<file path="config.mk">
export PLATFORM = sky130hd
export DESIGN_NAME = sdram_boot_seq
export DESIGN_NICKNAME = d
export VERILOG_FILES = /design/src/rtl/sdram_boot_seq.sv
export SDC_FILE = /design/constraint.sdc
export NUM_CORES = 1
export LEC_CHECK = 0
export BUFFER_PORTS_ARGS = -buffer_cell sky130_fd_sc_hd__clkbuf_2
export CAP_MARGIN = 10
export CORE_UTILIZATION = 40
export CTS_CLUSTER_DIAMETER = 200
export DETAILED_ROUTE_END_ITERATION = 10
export GPL_TIMING_DRIVEN = 1
export PLACE_DENSITY = 0.71
export SETUP_SLACK_MARGIN = 0.2
export SLEW_MARGIN = 20
export SYNTH_ARGS = -nofsm -noshare
export SYNTH_HDL_FRONTEND = slang
export SYNTH_SLANG_ARGS = --single-unit
</file>
<file path="constraint.sdc">
create_clock -name clk -period 4.25 [get_ports clk]
set_input_delay 0.6375 -clock clk [delete_from_list [all_inputs] [get_ports clk]]
set_output_delay 0.6375 -clock clk [all_outputs]
set_load 0.1 [all_outputs]
</file>
<file path="src/rtl/sdram_boot_seq.sv">
module sdram_boot_seq #(
  parameter int          PWR_CYCLES    = 20000,
  parameter int          RP_NOPS       = 3,
  parameter int          RFC_NOPS      = 13,
  parameter int          REFRESH_COUNT = 2,
  parameter int          MRD_NOPS      = 2,
  parameter int          ADDR_W        = 12,
  parameter int          BANK_W        = 2,
  parameter int          DQM_W         = 2,
  parameter logic [11:0] MODE_WORD     = 12'h030
) (
  input  logic              clk,
  input  logic              rst,
  output logic              sd_cs_n,
  output logic              sd_ras_n,
  output logic              sd_cas_n,
  output logic              sd_we_n,
  output logic [ADDR_W-1:0] sd_addr,
  output logic [BANK_W-1:0] sd_bank,
  output logic              sd_cke,
  output logic [DQM_W-1:0]  sd_dqm,
  output logic              ready
);
  localparam int PWR_N = (PWR_CYCLES    > 1) ? PWR_CYCLES    : 1;
  localparam int RP_N  = (RP_NOPS       > 1) ? RP_NOPS       : 1;
  localparam int RFC_N = (RFC_NOPS      > 1) ? RFC_NOPS      : 1;
  localparam int REF_N = (REFRESH_COUNT > 2) ? REFRESH_COUNT : 2;
  localparam int MRD_N = (MRD_NOPS      > 2) ? MRD_NOPS      : 2;
  localparam int MAX_A = (PWR_N > RP_N)  ? PWR_N : RP_N;
  localparam int MAX_B = (RFC_N > MRD_N) ? RFC_N : MRD_N;
  localparam int MAX_W = (MAX_A > MAX_B) ? MAX_A : MAX_B;
  localparam int CW    = $clog2(MAX_W + 1);
  localparam int RW    = $clog2(REF_N + 1);

  localparam logic [3:0] C_NOP  = 4'b0111;
  localparam logic [3:0] C_PRE  = 4'b0010;
  localparam logic [3:0] C_REF  = 4'b0001;
  localparam logic [3:0] C_LOAD = 4'b0000;

  typedef enum logic [2:0] {
    S_WAIT_PWR, S_PRECHARGE, S_WAIT_RP, S_REFRESH,
    S_WAIT_RFC, S_LOAD_MODE, S_WAIT_MRD, S_DONE
  } state_t;

  state_t        state;
  logic [CW-1:0] cnt;
  logic [RW-1:0] refs;
  logic [3:0]    cmd;
  wire           cnt_zero = (cnt == '0);

  always_ff @(posedge clk) begin
    if (rst) begin
      state <= S_WAIT_PWR;
      cnt   <= CW'(PWR_N - 1);
      refs  <= '0;
    end else begin
      case (state)
        S_WAIT_PWR: if (cnt_zero) state <= S_PRECHARGE; else cnt <= cnt - 1'b1;
        S_PRECHARGE: begin
          state <= S_WAIT_RP;
          cnt   <= CW'(RP_N - 1);
        end
        S_WAIT_RP: if (cnt_zero) state <= S_REFRESH; else cnt <= cnt - 1'b1;
        S_REFRESH: begin
          state <= S_WAIT_RFC;
          cnt   <= CW'(RFC_N - 1);
          refs  <= refs + 1'b1;
        end
        S_WAIT_RFC:
          if (cnt_zero) state <= (refs == RW'(REF_N)) ? S_LOAD_MODE : S_REFRESH;
          else cnt <= cnt - 1'b1;
        S_LOAD_MODE: begin
          state <= S_WAIT_MRD;
          cnt   <= CW'(MRD_N - 1);
        end
        S_WAIT_MRD: if (cnt_zero) state <= S_DONE; else cnt <= cnt - 1'b1;
        default: state <= S_DONE;
      endcase
    end
  end

  always_comb begin
    cmd     = C_NOP;
    sd_addr = '0;
    sd_bank = '0;
    case (state)
      S_PRECHARGE: begin
        cmd         = C_PRE;
        sd_addr[10] = 1'b1;
      end
      S_REFRESH: cmd = C_REF;
      S_LOAD_MODE: begin
        cmd     = C_LOAD;
        sd_addr = ADDR_W'(MODE_WORD);
      end
      default: cmd = C_NOP;
    endcase
  end

  assign {sd_cs_n, sd_ras_n, sd_cas_n, sd_we_n} = cmd;
  assign sd_cke = 1'b1;
  assign sd_dqm = '1;
  assign ready  = (state == S_DONE);

  logic [RW-1:0] seen_refs;
  always_ff @(posedge clk) begin
    if (rst) seen_refs <= '0;
    else if (cmd == C_REF && seen_refs != RW'(REF_N)) seen_refs <= seen_refs + 1'b1;
  end

  p_pre_all_banks_r3: assert property (@(posedge clk) disable iff (rst)
    (cmd == C_PRE) |-> (sd_addr[10] && !ready));
  p_load_after_refs_r5: assert property (@(posedge clk) disable iff (rst)
    (cmd == C_LOAD) |-> (seen_refs == RW'(REF_N) && sd_bank == '0));
  p_nop_after_load_r6: assert property (@(posedge clk) disable iff (rst)
    (cmd == C_LOAD) |=> (cmd == C_NOP && !ready));
  p_ready_sticky_r7: assert property (@(posedge clk) disable iff (rst)
    ready |=> (ready && cmd == C_NOP));
  p_no_ref_before_pre_r4: assert property (@(posedge clk) disable iff (rst)
    (cmd == C_REF && seen_refs == '0) |-> $past(cmd) == C_NOP);
endmodule

</file>
==> flow_metrics.tcl, run 1 <==
set metrics [dict create \
    synth_area_um2 1290 \
    drive_gt1_share_pct 13.1 \
    drc 0 \
    path_buf_inv 2 \
    diodes 0 \
    syn_area_per_cell_um2 8.17 \
    synth_edf_count 0 \
    synthArstFlopShare_pct 0 \
    multi_input_area_um2 739 \
    cts_made_buffers 3 \
    io_pins 24 \
    worstPathArrival_ns 2.10 \
    place_area_um2 1280 \
    dieArea_um2 3460 \
    syn_to_final_growth_pct 0.872 \
    critPathTopFamily "flip-flops" \
    fmax_ghz 0.365 \
    seqCellArea_um2 400 \
    fin_util_pct 42.7 \
    maxSlewViolCount 0 \
    hold_violations 0 \
    core-area_um2 3050 \
    clock_sinks 20 \
    rsz0062_at_grt "false" \
    portBuffers 8 \
    cts.path.max_buffers 2 \
    die_y_um 58.8 \
    place_hpwl_um 1950 \
    maxCapViolCount 0 \
    setup-tns-final_ns 0 \
    die_w_um 58.8 \
    nNetsFinal 166 \
    worst_pin_slew_ns 0.613 \
    crit_chain "a21boi_1 > inv_1 > clkbuf_2" \
    grt_usage_pct 16.5 \
    ys.flop_type "dfxtp_1" \
    path_max_fanout 18 \
    routabilityCongestion 0.814 \
    synthCells 158 \
    clkSlewWorstSetupHoldPaths_ns 0.12 \
    final_cell_mix "dfxtp_1 (20), conb_1 (15), inv_1 (12), nor2_1 (12), nand2_1 (9)" \
    grt_first_pass_wirelength_um 4350 \
    run_status "finished, final reports clean" \
    mostFrequentLayoutCell "dfxtp_1" \
    clock_latency_ns 0.31 \
    crit_type "flip-flop to output pin" \
    cts-root-buf "clkbuf_4" \
    worst_setup_path_end_kind "output pin" \
    finalSetupViolations 0 \
    htreeDepth 1 \
    worst_ep_required_time_ns 3.61 \
    first_global_vias 1032 \
    routed_wl_um 2600 \
    fin_crit_sh_pct 64.4 \
    min_path_cells 2 \
    maxSlewHeadroom_pct 58.8 \
    power.density_nw_per_um2 275 \
    peakVddDrop_mv 0.0784 \
    cts_tree "yes" \
    initial_utilization_pct 42.3 \
    p_leak_nw 0.534 \
    antenna_found_initial 0 \
    final_antenna_net_count 0 \
    stdcell_area_um2 1300 \
    cp.depth 3 \
    first_pass_iters 4 \
    via_count 1109 \
    holdWs_ns 0.501 \
    drt_iter0_markers 90 \
    seq_area_frac_synth_pct 31.0 \
    num_rows 20 \
    cts_resized 0 \
    grt_overflow 0 \
    fin_crit_ns 2.74 \
    yosysWarnings 0 \
    hold_path_class "flip-flop to flip-flop" \
    start_kind "flip-flop" \
    fillers 320 \
    grt_start_max_net_pins 19 \
    crit_slowest_cell "dfxtp_1" \
    viasPerCell 5.44 \
    ys_seq_elements 20 \
    cts_hold_buf 0 \
    cts_setup_buffers 0 \
    worstRegToRegCells 6 \
    synth.distinct_cells 47 \
    wl_per_cell_um 12.8 \
    skew_ns 0.00676 \
    max_stage_delay_ns 0.68 \
]
[cells in the mapped netlist, types with 2 or more instances]
cell	count	share of area [%]
nand3_1	4	1.6
nand2_1	9	2.6
or4_1	2	1.2
inv_1	12	3.5
clkbuf_1	3	0.87
nand2b_1	3	1.5
conb_1	2	0.58
and4_2	2	1.6
mux2i_1	4	3.1
o31ai_1	4	2.3
a211oi_1	2	1.2
ha_1	2	1.9
nor4_2	2	1.9
dfxtp_1	20	31
o41ai_1	3	2.0
or3_1	5	2.4
buf_2	2	0.78
a21boi_1	2	1.2
nor2b_1	2	0.97
nor3_1	5	1.9
buf_4	16	9.3
nor2_1	12	3.5
nor4_1	3	1.5
o21ai_0	4	1.6
nand4_1	6	2.9
a21oi_1	6	2.3
[final timing paths]
| path | startpoint | end | slack (ns) |
|---|---|---|---|
| min | cnt[13] | cnt[13] | 0.50 |
| max reg2reg | cnt[0] | cnt[0] | 2.07 |
| min reg2reg | cnt[13] | cnt[13] | 0.50 |
| max | state[0] | sd_ras_n | 1.51 |
[layout make-up]
type / instances / share of cell area [%]
Multi-Input combinational cell: 117 / 56.8
Sequential cell: 20 / 30.7
Tap cell: 44 / 4.23
Inverter: 12 / 3.46
Timing Repair Buffer: 8 / 3.07
Clock buffer: 3 / 1.73
[kinds of logic after synthesis]
group                      synth area share, %
and+or+nand+nor                           30.5
buffers and inverters                     15.5
AOI/OAI and AO/OA                         16.0
DFF                                       31.0
muxes                                     3.10
adders and majority gates                 1.94
other                                    0.582
xor gates and xnor gates                  1.36
[sequential cells by signal (all words and copies together) (netlist names)]
name   cells
cnt       15
refs       2
state      3
[report_power, final]
group | leakage (nW) | internal, W | switching [W]
Clock | 0.0138 | 0.0000331 | 0.0000594
Combinational | 0.359 | 0.00000639 | 0.0000659
Sequential | 0.162 | 0.000190 | 0.00000354
[worst reg2reg max path: stages (launching register included)]
cell,delay (ns)
dfxtp_1,0.37
inv_1,0.09
ha_1,0.21
nor4b_1,0.46
nand2_1,0.26
o21ai_0,0.23
or3b_2,0.45
[stage by stage]
step                cells  power, W  setup WS (ns)
detailed placement    201  0.000269           1.91
finish                204  0.000358           1.51
floorplan             171  0.000277          0.235
global placement      201  0.000269           1.92
CTS                   204  0.000358           1.55
global route          204  0.000371           1.35
[layer usage]
metal | wire length [um] | GRT usage (%) | part of all wire [%]
met5 | 0 | 0 | 0
met4 | 59 | 9.18 | 2.3
met3 | 79 | 1.32 | 3.0
met2 | 1280 | 28.9 | 49
met1 | 1180 | 19.7 | 45
Power figures use the tool's default switching activity.
==> inputs of run 2 (changes only) <==
clock period = 2.6 ns   (was 4.25 ns; I/O delays follow)
==> run 2 against run 1 <==
Net effect:
- design area increased by 3.6%
- critical path depth increased by 1
- combinational power increased by 63%
- highest routed layer unchanged
- sequential share of layout area decreased by 0.99 points
- sequential power increased by 64%
- setup slack got worse by 1.1 ns
- sequential cell count unchanged
- clock skew decreased by 0.0062 ns
- largest power group unchanged
- routed wire length increased by 1.6%
- clock power increased by 100%
==> flow_metrics.tcl, run 2 (synthesis gave the netlist of run 1 again) <==
set metrics [dict create \
    initial_utilization_pct 42.3 \
    crit_type "flip-flop to output pin" \
    dp_cells 203 \
    io_pins 24 \
    cts_made_buffers 3 \
    holdWs_ns 0.479 \
    clock_latency_ns 0.30 \
    worst_ep_required_time_ns 2.21 \
    grt_first_pass_wirelength_um 4240 \
    worst_pin_slew_ns 0.539 \
    largest-register "cnt" \
    core-area_um2 3050 \
    min_path_cells 2 \
    die_y_um 58.8 \
    max_stage_delay_ns 0.56 \
    pre_cts_ws_ns 0.531 \
    first_pass_iters 4 \
    run_status "finished, final reports clean" \
    total_power_w 0.000619 \
    cts-root-buf "clkbuf_4" \
    final_antenna_net_count 0 \
    antenna_found_initial 0 \
    path_max_fanout 10 \
    htreeDepth 1 \
    dieArea_um2 3460 \
    routed_wl_um 2640 \
    clock_sinks 20 \
    fillers 307 \
    crit_chain "a21boi_1 > buf_4 > inv_1 > clkbuf_2" \
    crit_slowest_cell "dfxtp_1" \
    drc 0 \
    first_global_vias 994 \
    cts.path.max_buffers 2 \
    largest_reg_flops 15 \
    drive_gt1_share_pct 17.2 \
    stdcell_count 207 \
    p_leak_nw 0.554 \
    worstRegToRegCells 6 \
    finalSetupViolations 0 \
    grt_start_max_net_pins 19 \
    routabilityCongestion 0.787 \
    final_cell_mix "dfxtp_1 (19), conb_1 (15), inv_1 (12)" \
    maxSlewHeadroom_pct 63.8 \
    worst_setup_path_end_kind "output pin" \
    peakVddDrop_mv 0.177 \
    worstPathArrival_ns 1.80 \
    mostFrequentLayoutCell "dfxtp_1" \
    setup-tns-final_ns 0 \
    place_hpwl_um 1930 \
    hold_violations 0 \
    start_kind "flip-flop" \
    fin_crit_sh_pct 84.3 \
    cts_tree "yes" \
    fmax_ghz 0.456 \
    num_rows 20 \
    rsz0062_at_grt "false" \
    cts_hold_buf 0 \
    maxCapViolCount 0 \
    syn_to_final_growth_pct 4.55 \
    top_regs "cnt x15, state x3, refs x2" \
    maxSlewViolCount 0 \
    drt_iter0_markers 68 \
    grt_usage_pct 15.7 \
    viasPerCell 5.54 \
    clkSlewWorstSetupHoldPaths_ns 0.12 \
    portBuffers 8 \
    nNetsFinal 168 \
    power.density_nw_per_um2 459 \
    diodes 0 \
    hold_path_class "input pin to flip-flop" \
    grt_overflow 0 \
    wl_per_cell_um 12.8 \
    cts_setup_buffers 0 \
    worst_slack_ns 0.408 \
    die_w_um 58.8 \
    fin_crit_ns 2.19 \
    skew_ns 0.000575 \
    via_count 1146 \
]
[run 2: final timing paths]
path | from | to | slack [ns]
setup / recovery | state[2] | sd_ras_n | 0.41
hold / removal | rst | refs[0] | 0.48
setup reg to reg | cnt[0] | cnt[0] | 0.48
hold reg to reg | cnt[13] | cnt[13] | 0.49
[run 2: what timing repair did]
action                                  in CTS  in global routing
gates resized for setup                      1                  0
endpoints found under the hold margin        0                  0
endpoints found under the setup margin       1                  0
[run 2: area by class of cell]
type | count | area (um2) | share of cell area, %
multi-input combinational | 117 | 757 | 56.1
sequential | 20 | 402 | 29.7
timing repair buffer | 10 | 55.1 | 4.08
tap | 44 | 55.1 | 4.08
inverter | 12 | 45.0 | 3.34
clock buffer | 4 | 36.3 | 2.69
[run 2: power by group]
group | internal (W) | total [W] | switching (W)
sequential | 0.000310 | 0.000316 | 0.00000587
combinational | 0.0000104 | 0.000118 | 0.000108
clock | 0.0000855 | 0.000185 | 0.0000999
total | 0.000406 | 0.000619 | 0.000213
[run 2: per-stage QoR]
step | util (%) | area, um2
6_report | 44.2 | 1350
5_1_grt | 44.2 | 1350
4_1_cts | 44.2 | 1350
3_5_place_dp | 43.0 | 1310
3_3_place_gp | 43.0 | 1310
2_1_floorplan | - | 1360
[run 2: per-layer routing]
layer | wire, um | share of wire, % | GRT usage, %
met5 | 0 | 0 | 0
met4 | 36 | 1.4 | 5.78
met3 | 125 | 4.7 | 1.76
met2 | 1290 | 49 | 27.1
met1 | 1200 | 45 | 20.1
[run 2: worst max-delay path, delay by kind of cell, from the launching register on]
family	cells	cell delay (ns)
AOI/OAI and AO/OA	1	0.12
buffers and inverters	3	0.82
DFF	1	0.56
